==> src/rtl/mgmt_pkg.sv <==
package mgmt_pkg;
  localparam int REG_W    = 16;
  localparam int NUM_REGS = 32;

  function automatic logic [REG_W-1:0] reg_mask(input int idx);
    logic [REG_W-1:0] m;
    m = '0;
    if (idx == 1 || idx == 2 || idx == 3 || idx == 5 || idx == 6) m = 16'hFFFF;
    else if (idx == 4)                                             m = 16'hC01F;
    else if (idx == 16)                                            m = 16'h0FFF;
    else if (idx >= 18 && idx <= 25)                               m = 16'hFFFF;
    return m;
  endfunction

  function automatic logic [REG_W-1:0] reg_reset(input int idx);
    logic [REG_W-1:0] v;
    case (idx)
      0:       v = 16'h3100;
      1:       v = 16'hF02C;
      2:       v = 16'h7810;
      4:       v = 16'h0501;
      5:       v = 16'h4181;
      16:      v = 16'h0003;
      18:      v = 16'h0001;
      default: v = 16'h0000;
    endcase
    return v;
  endfunction
endpackage

==> src/rtl/mgmt_edge_sync.sv <==
module mgmt_edge_sync #(
  parameter int STAGES = 2,
  parameter int W      = 3
) (
  input  logic         clk_i,
  input  logic         rst_ni,
  input  logic [W-1:0] async_i,
  output logic [W-1:0] sync_o,
  output logic         rise_o
);
  logic [W-1:0] stage_q [STAGES];
  logic         clk_prev_q;

  for (genvar s = 0; s < STAGES; s++) begin : g_stage
    if (s == 0) begin : g_first
      always_ff @(posedge clk_i or negedge rst_ni)
        if (!rst_ni) stage_q[s] <= '0;
        else         stage_q[s] <= async_i;
    end else begin : g_next
      always_ff @(posedge clk_i or negedge rst_ni)
        if (!rst_ni) stage_q[s] <= '0;
        else         stage_q[s] <= stage_q[s-1];
    end
  end

  always_ff @(posedge clk_i or negedge rst_ni)
    if (!rst_ni) clk_prev_q <= 1'b0;
    else         clk_prev_q <= stage_q[STAGES-1][0];

  assign sync_o = stage_q[STAGES-1];
  assign rise_o = stage_q[STAGES-1][0] & ~clk_prev_q;
endmodule

==> src/rtl/mgmt_frame_shifter.sv <==
module mgmt_frame_shifter #(
  parameter int FRAME_W = 32,
  parameter int OP_W    = 4,
  parameter int PHY_W   = 5,
  parameter int ADDR_W  = 5,
  parameter int DATA_W  = 16,
  parameter int OP_RD   = 6,
  parameter int OP_WR   = 5
) (
  input  logic              clk_i,
  input  logic              rst_ni,
  input  logic              rise_i,
  input  logic              mdo_i,
  input  logic              dir_i,
  input  logic [DATA_W-1:0] rd_data_i,
  output logic [PHY_W-1:0]  rd_phy_o,
  output logic [ADDR_W-1:0] rd_reg_o,
  output logic              wr_en_o,
  output logic [PHY_W-1:0]  wr_phy_o,
  output logic [ADDR_W-1:0] wr_reg_o,
  output logic [DATA_W-1:0] wr_data_o,
  output logic              mdi_o
);
  localparam int HALF  = FRAME_W / 2;
  localparam int CNT_W = $clog2(FRAME_W) + 1;
  localparam logic [CNT_W-1:0] CNT_MAX = '1;
  localparam logic [CNT_W-1:0] HALF_C  = CNT_W'(HALF);
  localparam logic [CNT_W-1:0] FULL_C  = CNT_W'(FRAME_W);
  localparam int H_OP  = HALF - 1;
  localparam int H_PHY = H_OP - OP_W;
  localparam int H_REG = H_PHY - PHY_W;
  localparam int F_OP  = FRAME_W - 1;
  localparam int F_PHY = F_OP - OP_W;
  localparam int F_REG = F_PHY - PHY_W;

  logic [CNT_W-1:0]   cnt_q, cnt_inc, cnt_nxt;
  logic [FRAME_W-1:0] word_q, word_sh, word_nxt;
  logic               mdi_q, shift_in, all_ones, at_half, at_full, rd_go;
  logic [OP_W-1:0]    half_op, full_op;

  always_comb begin
    cnt_inc  = (cnt_q == CNT_MAX) ? cnt_q : cnt_q + 1'b1;
    shift_in = mdo_i && ((cnt_inc < HALF_C) || !dir_i);
    word_sh  = {word_q[FRAME_W-2:0], shift_in};
    all_ones = &word_sh;
    at_half  = !all_ones && (cnt_inc == HALF_C);
    at_full  = !all_ones && (cnt_inc == FULL_C);
    half_op  = word_sh[H_OP -: OP_W];
    full_op  = word_sh[F_OP -: OP_W];
    rd_go    = at_half && (half_op == OP_W'(OP_RD));
    cnt_nxt  = all_ones ? '0 : cnt_inc;
    word_nxt = rd_go ? {{(FRAME_W-DATA_W){1'b0}}, rd_data_i} : word_sh;
  end

  assign rd_phy_o  = word_sh[H_PHY -: PHY_W];
  assign rd_reg_o  = word_sh[H_REG -: ADDR_W];
  assign wr_phy_o  = word_sh[F_PHY -: PHY_W];
  assign wr_reg_o  = word_sh[F_REG -: ADDR_W];
  assign wr_data_o = word_sh[DATA_W-1:0];
  assign wr_en_o   = rise_i && at_full && (full_op == OP_W'(OP_WR));

  always_ff @(posedge clk_i or negedge rst_ni) begin
    if (!rst_ni) begin
      cnt_q  <= '0;
      word_q <= '0;
      mdi_q  <= 1'b0;
    end else if (rise_i) begin
      cnt_q  <= cnt_nxt;
      word_q <= word_nxt;
      // return line samples the shifted word before any register load
      if ((cnt_inc >= HALF_C) && dir_i) mdi_q <= word_sh[HALF-1];
    end
  end

  assign mdi_o = mdi_q;

  AST_IDLE_HOLD: assert property (@(posedge clk_i) disable iff (!rst_ni)
    !rise_i |=> ($stable(cnt_q) && $stable(word_q)));
  AST_PREAMBLE_CLEAR: assert property (@(posedge clk_i) disable iff (!rst_ni)
    (&word_q) |-> (cnt_q == '0));
  AST_MDI_HOLD: assert property (@(posedge clk_i) disable iff (!rst_ni)
    !(rise_i && dir_i) |=> $stable(mdi_q));
endmodule

==> src/rtl/mgmt_reg_file.sv <==
module mgmt_reg_file
  import mgmt_pkg::*;
#(
  parameter int N_REGS   = NUM_REGS,
  parameter int DATA_W   = REG_W,
  parameter int ADDR_W   = $clog2(N_REGS),
  parameter int PHY_W    = 5,
  parameter int PHY_ADDR = 1
) (
  input  logic              clk_i,
  input  logic              rst_ni,
  input  logic [PHY_W-1:0]  rd_phy_i,
  input  logic [ADDR_W-1:0] rd_reg_i,
  output logic [DATA_W-1:0] rd_data_o,
  input  logic              wr_en_i,
  input  logic [PHY_W-1:0]  wr_phy_i,
  input  logic [ADDR_W-1:0] wr_reg_i,
  input  logic [DATA_W-1:0] wr_data_i
);
  localparam logic [PHY_W-1:0] MY_PHY = PHY_W'(PHY_ADDR);

  logic [DATA_W-1:0] regs_q [N_REGS];
  logic              wr_hit;

  assign wr_hit = wr_en_i && (wr_phy_i == MY_PHY);

  for (genvar i = 0; i < N_REGS; i++) begin : g_reg
    localparam logic [DATA_W-1:0] MASK = DATA_W'(reg_mask(i));
    localparam logic [DATA_W-1:0] RSTV = DATA_W'(reg_reset(i));
    always_ff @(posedge clk_i or negedge rst_ni) begin
      if (!rst_ni)
        regs_q[i] <= RSTV;
      else if (wr_hit && (wr_reg_i == ADDR_W'(i)))
        regs_q[i] <= (regs_q[i] & ~MASK) | (wr_data_i & MASK);
    end

    AST_RO_BITS: assert property (@(posedge clk_i) disable iff (!rst_ni)
      wr_en_i |=> ((regs_q[i] & ~MASK) == (RSTV & ~MASK)));
    AST_FOREIGN_WRITE: assert property (@(posedge clk_i) disable iff (!rst_ni)
      (wr_en_i && (wr_phy_i != MY_PHY)) |=> $stable(regs_q[i]));
  end

  always_comb begin
    rd_data_o = '0;
    if ((rd_phy_i == MY_PHY) && (int'(rd_reg_i) < N_REGS))
      rd_data_o = regs_q[rd_reg_i];
  end
endmodule

==> src/rtl/mgmt_phy_slave.sv <==
module mgmt_phy_slave
  import mgmt_pkg::*;
#(
  parameter int SYNC_STAGES = 2,
  parameter int PHY_ADDR    = 1
) (
  input  logic clk_i,
  input  logic rst_ni,
  input  logic mdc_i,
  input  logic mdo_i,
  input  logic rd_dir_i,
  output logic mdi_o
);
  localparam int ADDR_W = $clog2(NUM_REGS);
  localparam int PHY_W  = 5;

  logic [2:0]        sync_vec;
  logic              mdc_rise;
  logic [PHY_W-1:0]  rd_phy, wr_phy;
  logic [ADDR_W-1:0] rd_reg, wr_reg;
  logic [REG_W-1:0]  rd_data, wr_data;
  logic              wr_en;

  mgmt_edge_sync #(.STAGES(SYNC_STAGES), .W(3)) u_sync (
    .clk_i  (clk_i),
    .rst_ni (rst_ni),
    .async_i({rd_dir_i, mdo_i, mdc_i}),
    .sync_o (sync_vec),
    .rise_o (mdc_rise)
  );

  mgmt_frame_shifter #(
    .FRAME_W(32), .OP_W(4), .PHY_W(PHY_W), .ADDR_W(ADDR_W),
    .DATA_W(REG_W), .OP_RD(6), .OP_WR(5)
  ) u_shift (
    .clk_i    (clk_i),
    .rst_ni   (rst_ni),
    .rise_i   (mdc_rise),
    .mdo_i    (sync_vec[1]),
    .dir_i    (sync_vec[2]),
    .rd_data_i(rd_data),
    .rd_phy_o (rd_phy),
    .rd_reg_o (rd_reg),
    .wr_en_o  (wr_en),
    .wr_phy_o (wr_phy),
    .wr_reg_o (wr_reg),
    .wr_data_o(wr_data),
    .mdi_o    (mdi_o)
  );

  mgmt_reg_file #(
    .N_REGS(NUM_REGS), .DATA_W(REG_W), .ADDR_W(ADDR_W),
    .PHY_W(PHY_W), .PHY_ADDR(PHY_ADDR)
  ) u_regs (
    .clk_i    (clk_i),
    .rst_ni   (rst_ni),
    .rd_phy_i (rd_phy),
    .rd_reg_i (rd_reg),
    .rd_data_o(rd_data),
    .wr_en_i  (wr_en),
    .wr_phy_i (wr_phy),
    .wr_reg_i (wr_reg),
    .wr_data_i(wr_data)
  );
endmodule

==> config.mk <==
export PLATFORM = sky130hd
export DESIGN_NAME = mgmt_phy_slave
export DESIGN_NICKNAME = d
export VERILOG_FILES = /design/src/rtl/mgmt_pkg.sv /design/src/rtl/mgmt_edge_sync.sv /design/src/rtl/mgmt_frame_shifter.sv /design/src/rtl/mgmt_reg_file.sv /design/src/rtl/mgmt_phy_slave.sv
export SDC_FILE = /design/constraint.sdc
export NUM_CORES = 1
export LEC_CHECK = 0
export ABC_AREA = 1
export BUFFER_PORTS_ARGS = -buffer_cell sky130_fd_sc_hd__buf_2
export CORE_MARGIN = 2
export CORE_UTILIZATION = 53
export DETAILED_ROUTE_END_ITERATION = 12
export GPL_TIMING_DRIVEN = 0
export HOLD_SLACK_MARGIN = 0.1
export PLACE_DENSITY_LB_ADDON = 0.2
export SLEW_MARGIN = 25
export SYNTH_ARGS = -nofsm -noshare
export SYNTH_HDL_FRONTEND = slang
export SYNTH_SLANG_ARGS = --single-unit
export TNS_END_PERCENT = 100
==> constraint.sdc <==
create_clock -name clk_i -period 2.4 [get_ports clk_i]
set_input_delay 0.48 -clock clk_i [delete_from_list [all_inputs] [get_ports clk_i]]
set_output_delay 0.48 -clock clk_i [all_outputs]
set_load 0.05 [all_outputs]
==> results of run 1 <==
## worst max-delay path by stage
stage	from	endpoint
global route	u_sync.sync_o[0]$_DFF_PN0_	u_regs.regs_q[220]$_DFFE_PN0P_
floorplan	u_shift.cnt_q[0]$_DFFE_PN0P_	u_regs.regs_q[110]$_DFFE_PN0P_
global placement	rst_ni	u_shift.cnt_q[2]$_DFFE_PN0P_
finish	u_shift.cnt_q[0]$_DFFE_PN0P_	u_regs.regs_q[186]$_DFFE_PN0P_
detailed placement	u_shift.word_q[3]$_DFFE_PN0P_	u_shift.word_q[10]$_DFFE_PN0P_
CTS	u_shift.cnt_q[0]$_DFFE_PN0P_	u_regs.regs_q[432]$_DFFE_PN1P_
## layer usage
| metal | routed length, µm | part of all wire, % | track usage [%] | up-vias |
|---|---|---|---|---|
| met2 | 19100 | 46 | 51.2 | 496 |
| li1 | - | - | - | 5374 |
| met3 | 2980 | 7.2 | 4.48 | 134 |
| met4 | 2190 | 5.3 | 14.4 | 0 |
| met5 | 0 | 0 | 0 | - |
| met1 | 16900 | 41 | 43.1 | 5641 |
## critical path, cell delays in order, from the launching register on
cell and delay [ns]:
dfrtp_1 0.41, ha_1 0.24, nand2_2 0.10, clkinv_4 0.08, nand3_4 0.11, nand2_1 0.10
nand2_2 0.09, nand3_4 0.12, nor2_8 0.16, buf_12 0.18, nand4_4 0.21, buf_6 0.22
nand2_1 0.06, o21ai_1 0.06
## state kept, by name (all words and copies together), names as in the netlist
register	count
u_regs.regs_q	227
u_shift.word_q	31
u_shift.cnt_q	6
u_sync.stage_q	3
u_sync.sync_o	3
u_shift.mdi_o	1
u_sync.clk_prev_q	1
## kinds of logic after synthesis
logic type / after synthesis
buffers and inverters: 157
AOI/OAI and AO/OA: 292
adders and majority gates: 1
xor gates and xnor gates: 1
and+or+nand+nor: 902
DFF: 272
## cells in the final DEF (no fill, tap or decap), types with 3 or more instances in the layout
cell / n
nand2_1: 726
dfrtp_1: 252
nor3_1: 6
nor2_4: 3
nor2_1: 65
o21ai_2: 50
clkbuf_8: 10
nand2_2: 7
buf_12: 3
dfstp_2: 20
inv_1: 36
a21oi_1: 18
nand3_4: 3
clkbuf_1: 42
dlygate4sd3_1: 4
buf_2: 21
o21ai_1: 142
nand3_1: 38
clkbuf_2: 13
buf_4: 13
buf_6: 41
clkinv_2: 4
o21ai_0: 61
clkbuf_16: 31
nand4_1: 33
a22o_1: 7
o31ai_1: 4
a22oi_1: 3
nand4_4: 14
## power by group through the flow
stage	clock network (W)	logic (W)	registers [W]
floorplan	0	0.00112	0.00491
global placement	0	0.00194	0.00493
detailed placement	0	0.00197	0.00493
CTS	0.00480	0.00199	0.00485
global route	0.00497	0.00222	0.00487
finish	0.00477	0.00208	0.00485
## stage by stage
step | std cells | area (µm²) | hold WS, ns | utilization [%]
after floorplan | 1625 | 13400 | 0.184 | -
after global placement | 1960 | 13800 | 0.334 | 55.3
after detailed placement | 1962 | 13900 | 0.337 | 55.5
after CTS | 2024 | 15000 | 0.355 | 60.0
after global routing | 2032 | 15100 | 0.355 | 60.7
final | 2032 | 15100 | 0.352 | 60.7
## timing repair
action,in CTS,in global routing
gates cloned,0,1
gates resized for setup,7,57
endpoints found under the setup margin,49,217
pin swaps,2,4
hold buffers,4,0
endpoints found under the hold margin,91,0
setup buffers,3,6
## layout make-up
type	instances	area, µm²	share of cell area [%]
buffer	115	845	5.58
clock buffer	48	940	6.21
clock inverter	7	87.6	0.578
inverter	42	166	1.10
multi-input combinational	1196	5640	37.2
timing repair buffer	22	220	1.45
sequential	272	6830	45.1
tap	330	413	2.73
==> impl_metrics.tcl, run 1 <==
set metrics [dict create \
    hold_path.class "register to register" \
    syn_avg_cell_area_um2 8.22 \
    synth_fa_ha_area_share_pct 0.0936 \
    yosysSeqAreaShare_pct 51.1 \
    synth_area_mm2 0.0134 \
    p_clk_share_pct 40.7 \
    syn-num-nets 1631 \
    drtIter0Drc 1382 \
    wl_per_cell_um 20.3 \
    cp-end-kind "register" \
    grt_max_degree 93 \
    clockBufferDepth 3 \
    fmax_ghz 0.435 \
    setup_slack_ns 0.102 \
    synth.most_common_cell "nand2_1" \
    min_period_ns 2.30 \
    layout-drive-gt1-share_pct 14.9 \
    setup_viol 0 \
    num-nets-final 1685 \
    power.internal_w 0.00804 \
    fin_skew_ns 0.00817 \
    synthFlopType "dfrtp_1" \
    detail-route-antenna-nets 0 \
    grt_use_total_pct 31.8 \
    num_vias 11645 \
    worstSetupStartpointType "register" \
    hpwl_mm 28.2 \
    place.gp.congestion 0.927 \
    drv_cap 0 \
    synth_edf_count 0 \
    antenna_found_initial 0 \
    die-area_mm2 0.0265 \
    cts.sinks 272 \
    synthArstFlopShare_pct 100 \
    path_max_fanout 10 \
    grt_setup_unrepaired "yes" \
    cts-root-buf "clkbuf_16" \
    reg2reg_depth 13 \
    post-route-period-util_pct 95.7 \
    die_y_um 163 \
    yosysTopAreaCell "dfrtp_1" \
    synth_seq_cells 272 \
    p_per_area_mw_per_mm2 773 \
    crit_arrival_ns 2.70 \
    clk_latency_ns 0.56 \
    num-fill-cells 2277 \
    fp.dieW_um 163 \
    critPathKind "register to register" \
    seqPwrFrac_pct 41.5 \
    worst_pin_slew_ns 0.947 \
    dr.pass1.iters 6 \
    status "completed" \
    reg2reg_setup_slack_ns 0.10 \
    slew_violations 0 \
    power_frac_comb_pct 17.8 \
    synth_xor_area_share_pct 0.0655 \
    synth_common_cells "nand2_1, dfrtp_1, o21ai_1" \
    grt_pass1_vias 10992 \
    p_leak_nw 6.89 \
    cts_tree "done" \
    yosysUniqueCellTypes 42 \
    core-area_mm2 0.0250 \
    htreeDepth 1 \
    grt_overflow_total 0 \
    antennaDiodeCount 0 \
    ios 6 \
    hold_start "u_sync.stage_q[5]$_DFF_PN0_" \
    r2r-start "u_shift.cnt_q[0]$_DFFE_PN0P_" \
    netlist_instances 1625 \
    setup_tns_ns 0 \
    synth_top_area_share_pct 47.2 \
    min_to "u_sync.sync_o[2]$_DFF_PN0_" \
    start_util_pct 53.5 \
    vdd.ir_drop.worst_uv 601 \
    max_slew_margin_pct 36.9 \
    synthTopCellsByArea "dfrtp_1, nand2_1, o21ai_1" \
    route.detailed.drc 0 \
    io_buffers 5 \
    vias_per_cell 5.73 \
    power_w 0.0117 \
    switching_power_w 0.00367 \
    area_growth_pct 13.3 \
    reg2reg_to "u_regs.regs_q[186]$_DFFE_PN0P_" \
    num_rows 58 \
    required_ns 2.81 \
    drt_wl_total_mm 41.2 \
    clkSlewWorstSetupHoldPaths_ns 0.06 \
    yosys_warnings 0 \
    switching_share_pct 31.3 \
    cts_made_buffers 30 \
    grt_pass1_wl_mm 63.8 \
    synthSimpleGateAreaFrac_pct 28.9 \
    pre_cts_ws_ns -0.225 \
    synth_compound_area_share_pct 12.9 \
    final_hold_viol_count 0 \
    synth_top_family_by_area "simple AND/OR/NAND/NOR gates" \
    synthMuxAreaShare_pct 0 \
    hold_depth 0 \
]
Note: power is estimated with default switching activity, not from simulation.
==> run 2: changes to the inputs <==
Settings changed: ABC_AREA 1 to unset, REMOVE_ABC_BUFFERS set to 1.
==> impl_metrics.tcl, run 2 <==
set metrics [dict create \
    status "complete, but fails checks" \
    failed_checks "negative setup slack" \
    path_max_fanout 7 \
    grt_max_degree 83 \
    max_slew_margin_pct 48.7 \
    num-nets-final 1112 \
    post-place-cells 1308 \
    largest_reg_flops 227 \
    worstSetupStartpointType "register" \
    reg2reg_setup_slack_ns -0.29 \
    hpwl_mm 18.1 \
    io_buffers 5 \
    final_hold_viol_count 0 \
    pre_cts_ws_ns -1.39 \
    netlist_instances 1061 \
    synth_xor_area_share_pct 0.0693 \
    seqPwrFrac_pct 46.3 \
    area_growth_pct 25.3 \
    synth_compound_area_share_pct 10.4 \
    crit_start "u_shift.cnt_q[1]$_DFFE_PN0P_" \
    num_rows 56 \
    cts_tree "done" \
    grt_use_total_pct 25.7 \
    num-fill-cells 1643 \
    wl_per_cell_um 23.7 \
    final_cell_mix "dfrtp_1, mux2_2, nand2_1" \
    slew_violations 0 \
    synth_top_family_by_area "multiplexers" \
    cp_common_cell "buf_6" \
    switching_power_w 0.00345 \
    clk_latency_ns 0.55 \
    final_common_cell "dfrtp_1" \
    r2r-start "u_shift.cnt_q[1]$_DFFE_PN0P_" \
    post-route-period-util_pct 112 \
    synth_seq_cells 272 \
    cts.sinks 272 \
    grt_overflow_total 0 \
    critPathBufInv 6 \
    synth.most_common_cell "dfrtp_1" \
    fp.dieW_um 158 \
    critPathKind "register to register" \
    p_leak_nw 7.18 \
    drtIter0Drc 894 \
    detail-route-antenna-nets 0 \
    vdd.ir_drop.worst_uv 566 \
    vias_per_cell 6.27 \
    layout-drive-gt1-share_pct 44.9 \
    fin_util_pct 67.5 \
    reg2reg_to "u_regs.regs_q[183]$_DFFE_PN0P_" \
    setup_viol 199 \
    ios 6 \
    min_period_ns 2.69 \
    clkSlewWorstSetupHoldPaths_ns 0.06 \
    dr.pass1.iters 5 \
    power.internal_w 0.00791 \
    crit_slowest_cell "dfrtp_1" \
    htreeDepth 1 \
    largest_registers "u_regs.regs_q (227), u_shift.word_q (31), u_shift.cnt_q (6)" \
    cp-end-kind "register" \
    hold_path.class "register to register" \
    drt_wl_total_mm 34.3 \
    start_util_pct 53.8 \
    path_depth 11 \
    power_frac_comb_pct 15.4 \
    p_per_area_mw_per_mm2 717 \
    placed_area_mm2 0.0131 \
    cts-root-buf "clkbuf_16" \
    multiInputGateArea_mm2 0.00614 \
    synthFlopType "dfrtp_1" \
    yosysUniqueCellTypes 63 \
    core-area_mm2 0.0235 \
    fin_area_mm2 0.0158 \
    synth_area_mm2 0.0126 \
    synth_top_area_share_pct 49.9 \
    yosysTopAreaCell "dfrtp_1" \
    yosys_warnings 0 \
    crit_chain "buf_6 -> buf_6 -> and3_4 -> a31oi_4 -> buf_12 -> nor4_4 -> buf_6 -> nand4_1 -> buf_8 -> buf_6 -> mux2_2" \
    antenna_found_initial 0 \
    grt_pass1_wl_mm 49.9 \
    antennaDiodeCount 0 \
    grt_pass1_vias 8613 \
    regMostFlops "u_regs.regs_q" \
    grt_setup_unrepaired "yes" \
    seqCellArea_mm2 0.00685 \
    p_clk_share_pct 38.3 \
    synth_fa_ha_area_share_pct 0.0990 \
    syn_avg_cell_area_um2 11.9 \
    reg2reg_depth 11 \
    crit_arrival_ns 3.13 \
    fin_skew_ns 0.0214 \
    synth_edf_count 0 \
    cp_top_family "buffers and inverters" \
    clockBufferDepth 3 \
    cts_made_buffers 29 \
    synth_common_cells "dfrtp_1, mux2_2, nand2_1" \
    crit_path_max_incr_delay_ns 0.40 \
    yosysSeqAreaShare_pct 54.1 \
    synthTopCellsByArea "dfrtp_1, mux2_2, dfstp_2" \
    num_vias 9066 \
    drv_cap 0 \
    synthMuxAreaShare_pct 23.4 \
    worst_pin_slew_ns 0.768 \
    route.detailed.drc 0 \
    die-area_mm2 0.0251 \
    required_ns 2.83 \
    switching_share_pct 30.4 \
    hold_depth 0 \
    place.gp.congestion 0.805 \
    synthArstFlopShare_pct 100 \
    die_y_um 158 \
    setup_slack_ns -0.294 \
    stdcell_count 1446 \
    synthSimpleGateAreaFrac_pct 8.43 \
    fmax_ghz 0.371 \
    worstSetupEndpoint "u_regs.regs_q[183]$_DFFE_PN0P_" \
]
[run 2: cell count changes in the layout (fill, tap and decap cells not counted), moves of 32 or more]
cell      before  now
clkbuf_1      42    7
mux2_2         0  134
mux2_4         0   71
nand2_1      726   73
nor2_1        65   33
o21ai_1      142   34
o21ai_2       50   16
[run 2: worst min-delay path by stage]
stage                                start                             end  slack, ns
2_1_floorplan                       rst_ni  u_regs.regs_q[100]$_DFFE_PN0P_       0.18
3_3_place_gp   u_sync.stage_q[3]$_DFF_PN0_      u_sync.sync_o[0]$_DFF_PN0_       0.33
3_5_place_dp   u_sync.stage_q[3]$_DFF_PN0_      u_sync.sync_o[0]$_DFF_PN0_       0.33
4_1_cts        u_sync.stage_q[3]$_DFF_PN0_      u_sync.sync_o[0]$_DFF_PN0_       0.35
5_1_grt        u_sync.stage_q[4]$_DFF_PN0_      u_sync.sync_o[1]$_DFF_PN0_       0.37
6_report       u_sync.stage_q[5]$_DFF_PN0_      u_sync.sync_o[2]$_DFF_PN0_       0.35
[run 2: layout make-up]
cell class / count / share of cell area (%)
repair buffers: 108 / 9.42
well taps: 319 / 2.52
inverters: 9 / 0.229
clock buffers: 42 / 5.27
flip-flops and latches: 272 / 43.3
multi-input cells: 686 / 38.8
clock inverters: 10 / 0.537
[run 2: through the flow]
stage	total power [W]	setup TNS [ns]	hold slack [ns]
finish	0.0114	-28.90	0.348
global route	0.0117	-45.18	0.366
CTS	0.0112	-13.72	0.348
detailed placement	0.00667	-264.72	0.335
global placement	0.00657	-1659.44	0.333
floorplan	0.00594	-255.47	0.184
[run 2: repair_timing]
action / CTS / global route
hold buffers: 4 / 0
pin swaps: 24 / 41
endpoints found under the hold margin: 62 / 0
setup endpoints to repair: 264 / 241
cloned: 4 / 10
buffers inserted: 35 / 33
gates resized for setup: 37 / 239
[run 2: power by group through the flow]
stage,Sequential [W],Combinational (W),Clock (W)
after floorplan,0.00522,0.000720,0
final,0.00526,0.00175,0.00435
after global placement,0.00547,0.00109,0
after global routing,0.00528,0.00187,0.00459
after detailed placement,0.00531,0.00137,0
after CTS,0.00523,0.00153,0.00440
[run 2: cell families (layout without fill, tap and decap cells)]
kind of cell             after synthesis  after routing
multiplexers                         246            246
AND/OR/NAND/NOR                      230            235
AO/OA/AOI/OAI                        203            203
XOR/XNOR                               1              1
adder cells (fa/ha/maj)                1              1
flip-flops                           272            272
buffers and inverters                108            169
[run 2: routing by layer]
metal  global-route usage (%)  part of all wire (%)  vias up
met5                        0                     0        -
met4                     7.72                   3.7        0
met3                     3.89                   6.4       87
met2                     40.5                    47      342
met1                     37.2                    43     4689
li1                         -                     -     3948
